<file path="src/rtl/irqack_pkg.sv">
package irqack_pkg;

  // Command code on the C/BE lines that selects this target.
  localparam logic [3:0] CMD_INT_ACK = 4'b0000;

  typedef enum logic [2:0] {
    ST_IDLE,
    ST_DECODE,
    ST_CLAIM,
    ST_DATA,
    ST_TURN
  } ackState_t;

  // Strobes from control to datapath.
  typedef struct packed {
    logic captureAddr;  // address phase of an acknowledge cycle
    logic loadVec;      // vector handshake completes this edge
    logic driveData;    // data phase: AD driven with the vector
  } dpStrobe_t;

endpackage

</file>
<file path="src/rtl/irqack_datapath.sv">
module irqack_datapath
  import irqack_pkg::*;
#(
  parameter int AD_W = 32,
  parameter int BE_W = AD_W / 8
) (
  input  logic            clk,
  input  logic            rstN,
  input  dpStrobe_t       strobe,
  input  logic [AD_W-1:0] ad_i,
  input  logic [BE_W-1:0] cbeN_i,
  input  logic            par_i,
  input  logic [AD_W-1:0] vecData_i,
  output logic            cmdIsIntAck,
  output logic [AD_W-1:0] ad_o,
  output logic            par_o,
  output logic            addrParErr_o
);

  logic [AD_W-1:0] vecReg;
  logic [AD_W-1:0] byteMask;
  logic [AD_W-1:0] adDrive;
  logic            addrParity;
  logic            parPending;
  logic            parErrReg;
  logic            parReg;

  // Command decode: the address itself plays no part in selection.
  assign cmdIsIntAck = (cbeN_i == BE_W'(CMD_INT_ACK));

  // Byte lanes enabled by the active-low byte enables.
  for (genvar b = 0; b < BE_W; b++) begin : g_lane
    assign byteMask[b*8 +: 8] = {8{~cbeN_i[b]}};
  end

  assign adDrive = vecReg & byteMask;
  assign ad_o    = strobe.driveData ? adDrive : '0;

  // Address-phase parity: the address bits are latched only for the
  // parity check, one clock before PAR arrives.
  always_ff @(posedge clk or negedge rstN) begin
    if (!rstN) begin
      addrParity <= 1'b0;
      parPending <= 1'b0;
      parErrReg  <= 1'b0;
    end else begin
      parPending <= strobe.captureAddr;
      if (strobe.captureAddr) begin
        addrParity <= ^{ad_i, cbeN_i};
      end
      parErrReg <= parPending & (addrParity ^ par_i);
    end
  end

  assign addrParErr_o = parErrReg;

  // Vector capture from the local interrupt source.
  always_ff @(posedge clk or negedge rstN) begin
    if (!rstN) begin
      vecReg <= '0;
    end else if (strobe.loadVec) begin
      vecReg <= vecData_i;
    end
  end

  // Data-phase parity, presented one clock after the data it covers.
  always_ff @(posedge clk or negedge rstN) begin
    if (!rstN) begin
      parReg <= 1'b0;
    end else if (strobe.driveData) begin
      parReg <= ^{adDrive, cbeN_i};
    end
  end

  assign par_o = parReg;

endmodule

</file>
<file path="src/rtl/irqack_ctrl.sv">
module irqack_ctrl
  import irqack_pkg::*;
#(
  parameter int CLAIM_DELAY = 2
) (
  input  logic      clk,
  input  logic      rstN,
  input  logic      frameN_i,
  input  logic      irdyN_i,
  input  logic      cmdIsIntAck,
  input  logic      vecValid_i,
  output dpStrobe_t strobe,
  output logic      devselN_o,
  output logic      devselOe_o,
  output logic      trdyN_o,
  output logic      trdyOe_o,
  output logic      adOe_o,
  output logic      parOe_o,
  output logic      vecReq_o
);

  localparam int CNT_W = $clog2(CLAIM_DELAY + 1);

  ackState_t  state, stateNext;
  logic [CNT_W-1:0] delayCnt;
  logic       busIdlePrev;
  logic       addrPhase;
  logic       parOeReg;

  // A new transaction starts when FRAME is sampled low after an idle bus.
  assign addrPhase = busIdlePrev & ~frameN_i;

  always_ff @(posedge clk or negedge rstN) begin
    if (!rstN) begin
      busIdlePrev <= 1'b1;
    end else begin
      busIdlePrev <= frameN_i & irdyN_i;
    end
  end

  always_comb begin
    stateNext = state;
    unique case (state)
      ST_IDLE:   if (addrPhase && cmdIsIntAck) stateNext = ST_DECODE;
      ST_DECODE: if (delayCnt == '0) stateNext = ST_CLAIM;
      ST_CLAIM:  if (vecValid_i) stateNext = ST_DATA;
      ST_DATA:   if (!irdyN_i) stateNext = ST_TURN;
      ST_TURN:   stateNext = ST_IDLE;
      default:   stateNext = ST_IDLE;
    endcase
  end

  always_ff @(posedge clk or negedge rstN) begin
    if (!rstN) begin
      state    <= ST_IDLE;
      delayCnt <= '0;
    end else begin
      state <= stateNext;
      if (state == ST_IDLE) begin
        delayCnt <= CNT_W'(CLAIM_DELAY - 1);
      end else if (state == ST_DECODE && delayCnt != '0) begin
        delayCnt <= delayCnt - 1'b1;
      end
    end
  end

  always_ff @(posedge clk or negedge rstN) begin
    if (!rstN) begin
      parOeReg <= 1'b0;
    end else begin
      parOeReg <= (state == ST_DATA);
    end
  end

  assign strobe.captureAddr = (state == ST_IDLE) & addrPhase & cmdIsIntAck;
  assign strobe.loadVec     = (state == ST_CLAIM) & vecValid_i;
  assign strobe.driveData   = (state == ST_DATA);

  assign devselOe_o = (state == ST_CLAIM) | (state == ST_DATA) | (state == ST_TURN);
  assign trdyOe_o   = devselOe_o;
  assign devselN_o  = ~((state == ST_CLAIM) | (state == ST_DATA));
  assign trdyN_o    = ~(state == ST_DATA);
  assign adOe_o     = (state == ST_DATA);
  assign parOe_o    = parOeReg;
  assign vecReq_o   = (state == ST_CLAIM);

endmodule

</file>
<file path="src/rtl/irq_ack_target.sv">
module irq_ack_target
  import irqack_pkg::*;
#(
  parameter int AD_W        = 32,
  parameter int CLAIM_DELAY = 2,
  localparam int BE_W       = AD_W / 8
) (
  input  logic            clk,
  input  logic            rstN,
  input  logic            frameN_i,
  input  logic            irdyN_i,
  input  logic [BE_W-1:0] cbeN_i,
  input  logic [AD_W-1:0] ad_i,
  input  logic            par_i,
  output logic            devselN_o,
  output logic            devselOe_o,
  output logic            trdyN_o,
  output logic            trdyOe_o,
  output logic [AD_W-1:0] ad_o,
  output logic            adOe_o,
  output logic            par_o,
  output logic            parOe_o,
  output logic            addrParErr_o,
  output logic            vecReq_o,
  input  logic            vecValid_i,
  input  logic [AD_W-1:0] vecData_i
);

  dpStrobe_t strobe;
  logic      cmdIsIntAck;

  irqack_ctrl #(
    .CLAIM_DELAY(CLAIM_DELAY)
  ) u_ctrl (
    .clk        (clk),
    .rstN       (rstN),
    .frameN_i   (frameN_i),
    .irdyN_i    (irdyN_i),
    .cmdIsIntAck(cmdIsIntAck),
    .vecValid_i (vecValid_i),
    .strobe     (strobe),
    .devselN_o  (devselN_o),
    .devselOe_o (devselOe_o),
    .trdyN_o    (trdyN_o),
    .trdyOe_o   (trdyOe_o),
    .adOe_o     (adOe_o),
    .parOe_o    (parOe_o),
    .vecReq_o   (vecReq_o)
  );

  irqack_datapath #(
    .AD_W(AD_W),
    .BE_W(BE_W)
  ) u_dp (
    .clk         (clk),
    .rstN        (rstN),
    .strobe      (strobe),
    .ad_i        (ad_i),
    .cbeN_i      (cbeN_i),
    .par_i       (par_i),
    .vecData_i   (vecData_i),
    .cmdIsIntAck (cmdIsIntAck),
    .ad_o        (ad_o),
    .par_o       (par_o),
    .addrParErr_o(addrParErr_o)
  );

endmodule

</file>
<file path="config.mk">
export PLATFORM = sky130hd
export DESIGN_NAME = irq_ack_target
export DESIGN_NICKNAME = d
export VERILOG_FILES = /design/src/rtl/irqack_pkg.sv /design/src/rtl/irqack_datapath.sv /design/src/rtl/irqack_ctrl.sv /design/src/rtl/irq_ack_target.sv
export SDC_FILE = /design/constraint.sdc
export NUM_CORES = 1
export LEC_CHECK = 0
export ABC_CLOCK_PERIOD_IN_PS = 2140
export BUFFER_PORTS_ARGS = -buffer_cell sky130_fd_sc_hd__buf_2
export CAP_MARGIN = 10
export CORE_ASPECT_RATIO = 1.5
export CORE_MARGIN = 1
export CORE_UTILIZATION = 40
export DETAILED_ROUTE_END_ITERATION = 16
export GPL_ROUTABILITY_DRIVEN = 0
export GPL_TIMING_DRIVEN = 0
export PLACE_DENSITY = 0.82
export SLEW_MARGIN = 20
export SYNTH_ARGS = -nofsm -noshare
export SYNTH_HDL_FRONTEND = slang
export SYNTH_SLANG_ARGS = --single-unit
</file>
<file path="constraint.sdc">
create_clock -name clk -period 2.14 [get_ports clk]
set_clock_uncertainty 0.1 [all_clocks]
set_input_delay 0.428 -clock clk [delete_from_list [all_inputs] [get_ports clk]]
set_output_delay 0.428 -clock clk [all_outputs]
set_load 0.1 [all_outputs]
</file>
# Yosys cells after proc, flatten, opt, wreduce, memory -nomap -nowiden
# Cells that the tools add are included.
classes:
  n_addsub: 1
  eq_ne: 8
  mux: 8
  n_bitwise: 17
  n_reduce_logical: 10
op_table:
  columns: ["op", "n"]
  rows:
  - ["parity 36 bit", 2]
  - ["AND 32 bit", 1]
  - ["2-to-1 mux 32 bit", 1]
  - ["2-to-1 mux 3 bit", 4]
  - ["one-hot mux 3 bit (4 select lines)", 1]
  - ["NOT 1 bit", 7]
  - ["AND 1 bit", 6]
  - ["equality test 3 x 2 -> 1 bit (second input constant)", 2]
  - ["!= test 2 x 1 -> 1 bit (second input constant)", 3]
  - ["zero test 4 bit", 1]
  - ["2-to-1 mux 2 bit", 2]
  - ["AND reduction 4 bit", 1]
  - ["nonzero test 2 bit", 2]
  - ["equality test 3 x 1 -> 1 bit (second input constant)", 1]
  - ["equality test 3 bit (second input constant)", 1]
  - ["zero test 3 bit", 1]
  - ["logical AND 1 bit", 2]
  - ["zero test 2 bit", 1]
  - ["!= test 2 bit (second input constant)", 1]
  - ["bitwise OR 1 bit", 2]
  - ["subtractor 2 x 1 -> 2 bit (second input constant)", 1]
  - ["bitwise XOR 1 bit", 1]
totals:
  register_bits: 43
  elab_cells: 53

# Longest topological paths before layout
depth:
  ltp_word: 5
  ltp_mapped: 7
  depth_no_buf: 7

# Hierarchy
# A second synthesis with hierarchy kept.
unflattened:
  hier_cells: 235
  hier_area_um2: 2635.0
modules_own_cells:
  columns: ["mod", "n_inst", "cells_per_inst", "area_per_inst_um2", "seq_area_each_um2"]
  rows:
  - ["irqack_datapath", 1, 193, 2214.6, 900.9]
  - ["irqack_ctrl", 1, 42, 420.4, 176.4]

# Least setup slack after synthesis
# No wires, ideal clock.
synth_path:
  kind: "reg-to-output"
  from: "reg u_ctrl.state[0]"
  to: "out ad_o[0]"
  arrival_ps: 2823
  required_time_ps: 1612
  slack_ps: -1211
  stages_incl_launch_ff: 5
  path_cell_list: "dfrtp_1 clkbuf_1 nand3b_1 nor2_1 and2_1"
synth_via:
  elab_chain_len: 2
synth_lines:
  columns: ["item", "line", "rtl"]
  rows:
  - ["start, declared", "irqack_ctrl.sv:24", "ackState_t state, stateNext;"]
  - ["start signal, assigned", "irqack_ctrl.sv:58", "state <= stateNext;"]
  - ["equality test 3 x 2 -> 1 bit", "irqack_ctrl.sv:77", "assign strobe.driveData = (state == ST_DATA);"]
  - ["2-to-1 mux 32 bit", "irqack_datapath.sv:37", "assign ad_o = strobe.driveData ? adDrive : '0;"]
  - ["end, declared", "irq_ack_target.sv:19", "output logic [AD_W-1:0] ad_o,"]
# Every way passes these cells.

# Worst setup path in the final report
layout_path:
  from: "reg u_ctrl.state[2]"
  to: "out ad_o[9]"
# Same word-level chain as after synthesis.

==> run metrics <==
maximum vdd drop 0.8368 mV; Slew Viols, Final 0; start of the worst register-to-register path u_ctrl.state[2]$_DFFE_PN0P_; ys async rst share 100.0%; synth top area cells dfrtp_1 (42%), xnor2_1 (20%), mux2_2 (14%); Overall Global Routing Usage 18.48%; register area share after synthesis 42.75%; Critical Path RT 1.61 ns; Commonest cells post-synth xnor2_1 (58), dfrtp_1 (42), and2_1 (34); H-tree depth 2; outcome finished with violations; relative slew slack 67.19%; Worst Path Arrival 1.67 ns; Total Wirelength 5.968 mm; post-layout min period 2.196 ns; hold_sp irdyN_i; area leader, netlist dfrtp_1; dpl ws -0.4466 ns; HP Class primary input to flip-flop; final hold slack 0.2346 ns; f_max 455.4 MHz; Top-Level Pins 115; Crit Path Max Fanout 8; syn nets 307; Gate Count Post-Synth 230; Remaining DRCs 0; Initial DRT Pass Iterations 4; initial antenna violation count 0; CTS Sinks 43; Diodes inserted 0; root buffer cell clkbuf_8; vias in the first global route 2080; Mapped Area 2520 um^2; critical-path cell list nand3b_1, buf_6, nor2_4, and2_4, buf_12; HPWL Detailed 4.157 mm; Least-Margin Pin Slew 0.4955 ns; die width 66.81 um; Port Buf Inserts 114; CTS tree built; WL/cell 13.63 um; top_reg_cell synth dfrtp_1; RSZ-0062 raised after global routing true; Critical Path Start u_ctrl.state[2]$_DFFE_PN0P_; share of post-route cells with drive strength above 1 58.52%; Hold Vio Cnt, Final 0; Final Core Density 66.04%; delay-heaviest family, CP simple AND/OR/NAND/NOR gates; Yosys reg bits 43; Final ANT Viol Nets 0; Core Rows 35; total number of vias 2054; Worst Setup Path Type flip-flop to output port; Reg clk slew, reported paths 0.08 ns; fin nets 440; Die ar. 6628 um^2; starting density of the core 41.10%; Avg Vias per Cell 4.689; first-pass GRT wire length 9.301 mm; fin worst setup slack -0.05609 ns; Die Y 99.21 um; core area 6131 um^2; Avg Cell Area, Syn 10.96 um^2; Max clock buf depth 2; Final Cycle Share 102.6%; leak pwr 0.001829 uW; number of synthesized flops with an enable pin 0; Num CTS Buffers 5; Max Cap Viol 0; endpoint class of the critical path output port; Overflow after GRT 0; largest net degree at the start of global routing 44; PwrDens 1688 nW/um^2; Worst-Skew Late Latency 0.29 ns; type of origin of the critical path flip-flop; # setup viols final 32; synth unique cells 27; setup tns final -1.409 ns; crit-path max cell delay 0.42 ns; DRT iter0 DRCs 58; count leader, synth xnor2_1; Crit-path slowest cell dfrtp_1; Area Growth Syn to Fin 60.68%; Worst Path Buf+Inv 2; violated checks setup timing; Synth Warn # 0; area fraction of the dominant cell type after synthesis 41.71%
==> per-layer routing <==
metal	up-vias	global-route usage (%)	wire length, um
li1	1000	-	-
met4	0	3.437	38
met1	991	19.81	2115
met5	-	0	0
met3	4	4.817	291
met2	59	35.20	3522
==> final timing paths <==
check	endpoint	slack (ns)	cells after the start
max	ad_o[9]	-0.06	5
min	u_ctrl.state[2]$_DFFE_PN0P_	0.23	2
max reg2reg	u_dp.vecReg[25]$_DFFE_PN0P_	0.14	5
min reg2reg	u_dp.addrParErr_o$_DFF_PN0_	0.37	1
max in group asynchronous	u_ctrl.busIdlePrev$_DFF_PN1_	0.94	3
min in group asynchronous	u_dp.vecReg[8]$_DFFE_PN0P_	0.46	2
==> final cells by class <==
type                       instances  area [um^2]
inverter                           8        33.78
multi-input combinational        173         1504
sequential                        43         1077
clock inverter                     2        35.03
timing repair buffer             126         1176
tap                               74        92.59
buffer                             6        47.55
fill                             486         2082
clock buffer                       6        82.58
==> placed cells by master (no fill, tap or decap), types with 2 or more instances in the layout <==
cell	synthesis	layout
buf_2	4	80
xnor2_1	58	58
dfrtp_1	42	42
buf_12	0	33
and2_4	0	32
mux2_2	32	32
buf_4	1	10
nor2_1	14	8
nand2_1	9	8
inv_1	8	7
clkbuf_8	0	7
xor2_1	6	6
nor2_4	0	5
clkbuf_4	0	4
buf_6	0	3
ha_1	3	3
nand2b_1	2	2
and2_1	34	2
nor2_2	1	2
o21ai_0	2	2
a21oi_1	2	2
==> stage by stage <==
step	cells	total power (uW)	cell area, um^2
after global routing	438	7224	4049
final	438	6836	4049
after CTS	432	6797	3973
after floorplan	230	5042	2644
after detailed placement	418	5687	3307
after global placement	418	5582	3307
==> logic make-up after synthesis <==
kind of cell | share of synthesized area, %
muxes | 14.30
buffers and inverters | 2.433
xor gates and xnor gates | 23.14
DFF | 42.75
and+or+nand+nor | 13.90
AOI/OAI and AO/OA | 1.986
adders and majority gates | 1.490
==> repair_timing <==
action                     4_1_cts  5_1_grt
setup buffers                    6        4
setup endpoints to repair       35       35
hold buffers                     0        1
hold endpoints to repair         0       13
gates resized for setup        133        6
pin swaps                       11        7
==> sequential cells by signal, summed over array words and instances, names as in the netlist <==
signal              flops
u_ctrl.busIdlePrev      1
u_dp.addrParErr_o       1
u_ctrl.delayCnt         2
u_dp.vecReg            32
u_dp.par_o              1
u_dp.parPending         1
u_ctrl.state            3
u_dp.addrParity         1
u_ctrl.parOe_o          1
==> where the power goes <==
part           internal [uW]  total, uW  switching, uW
logic                   2120       4670           2550
registers               1200       1520            324
clock network            378        649            271
total                   3690       6840           3140
Power figures use the tool's default switching activity.
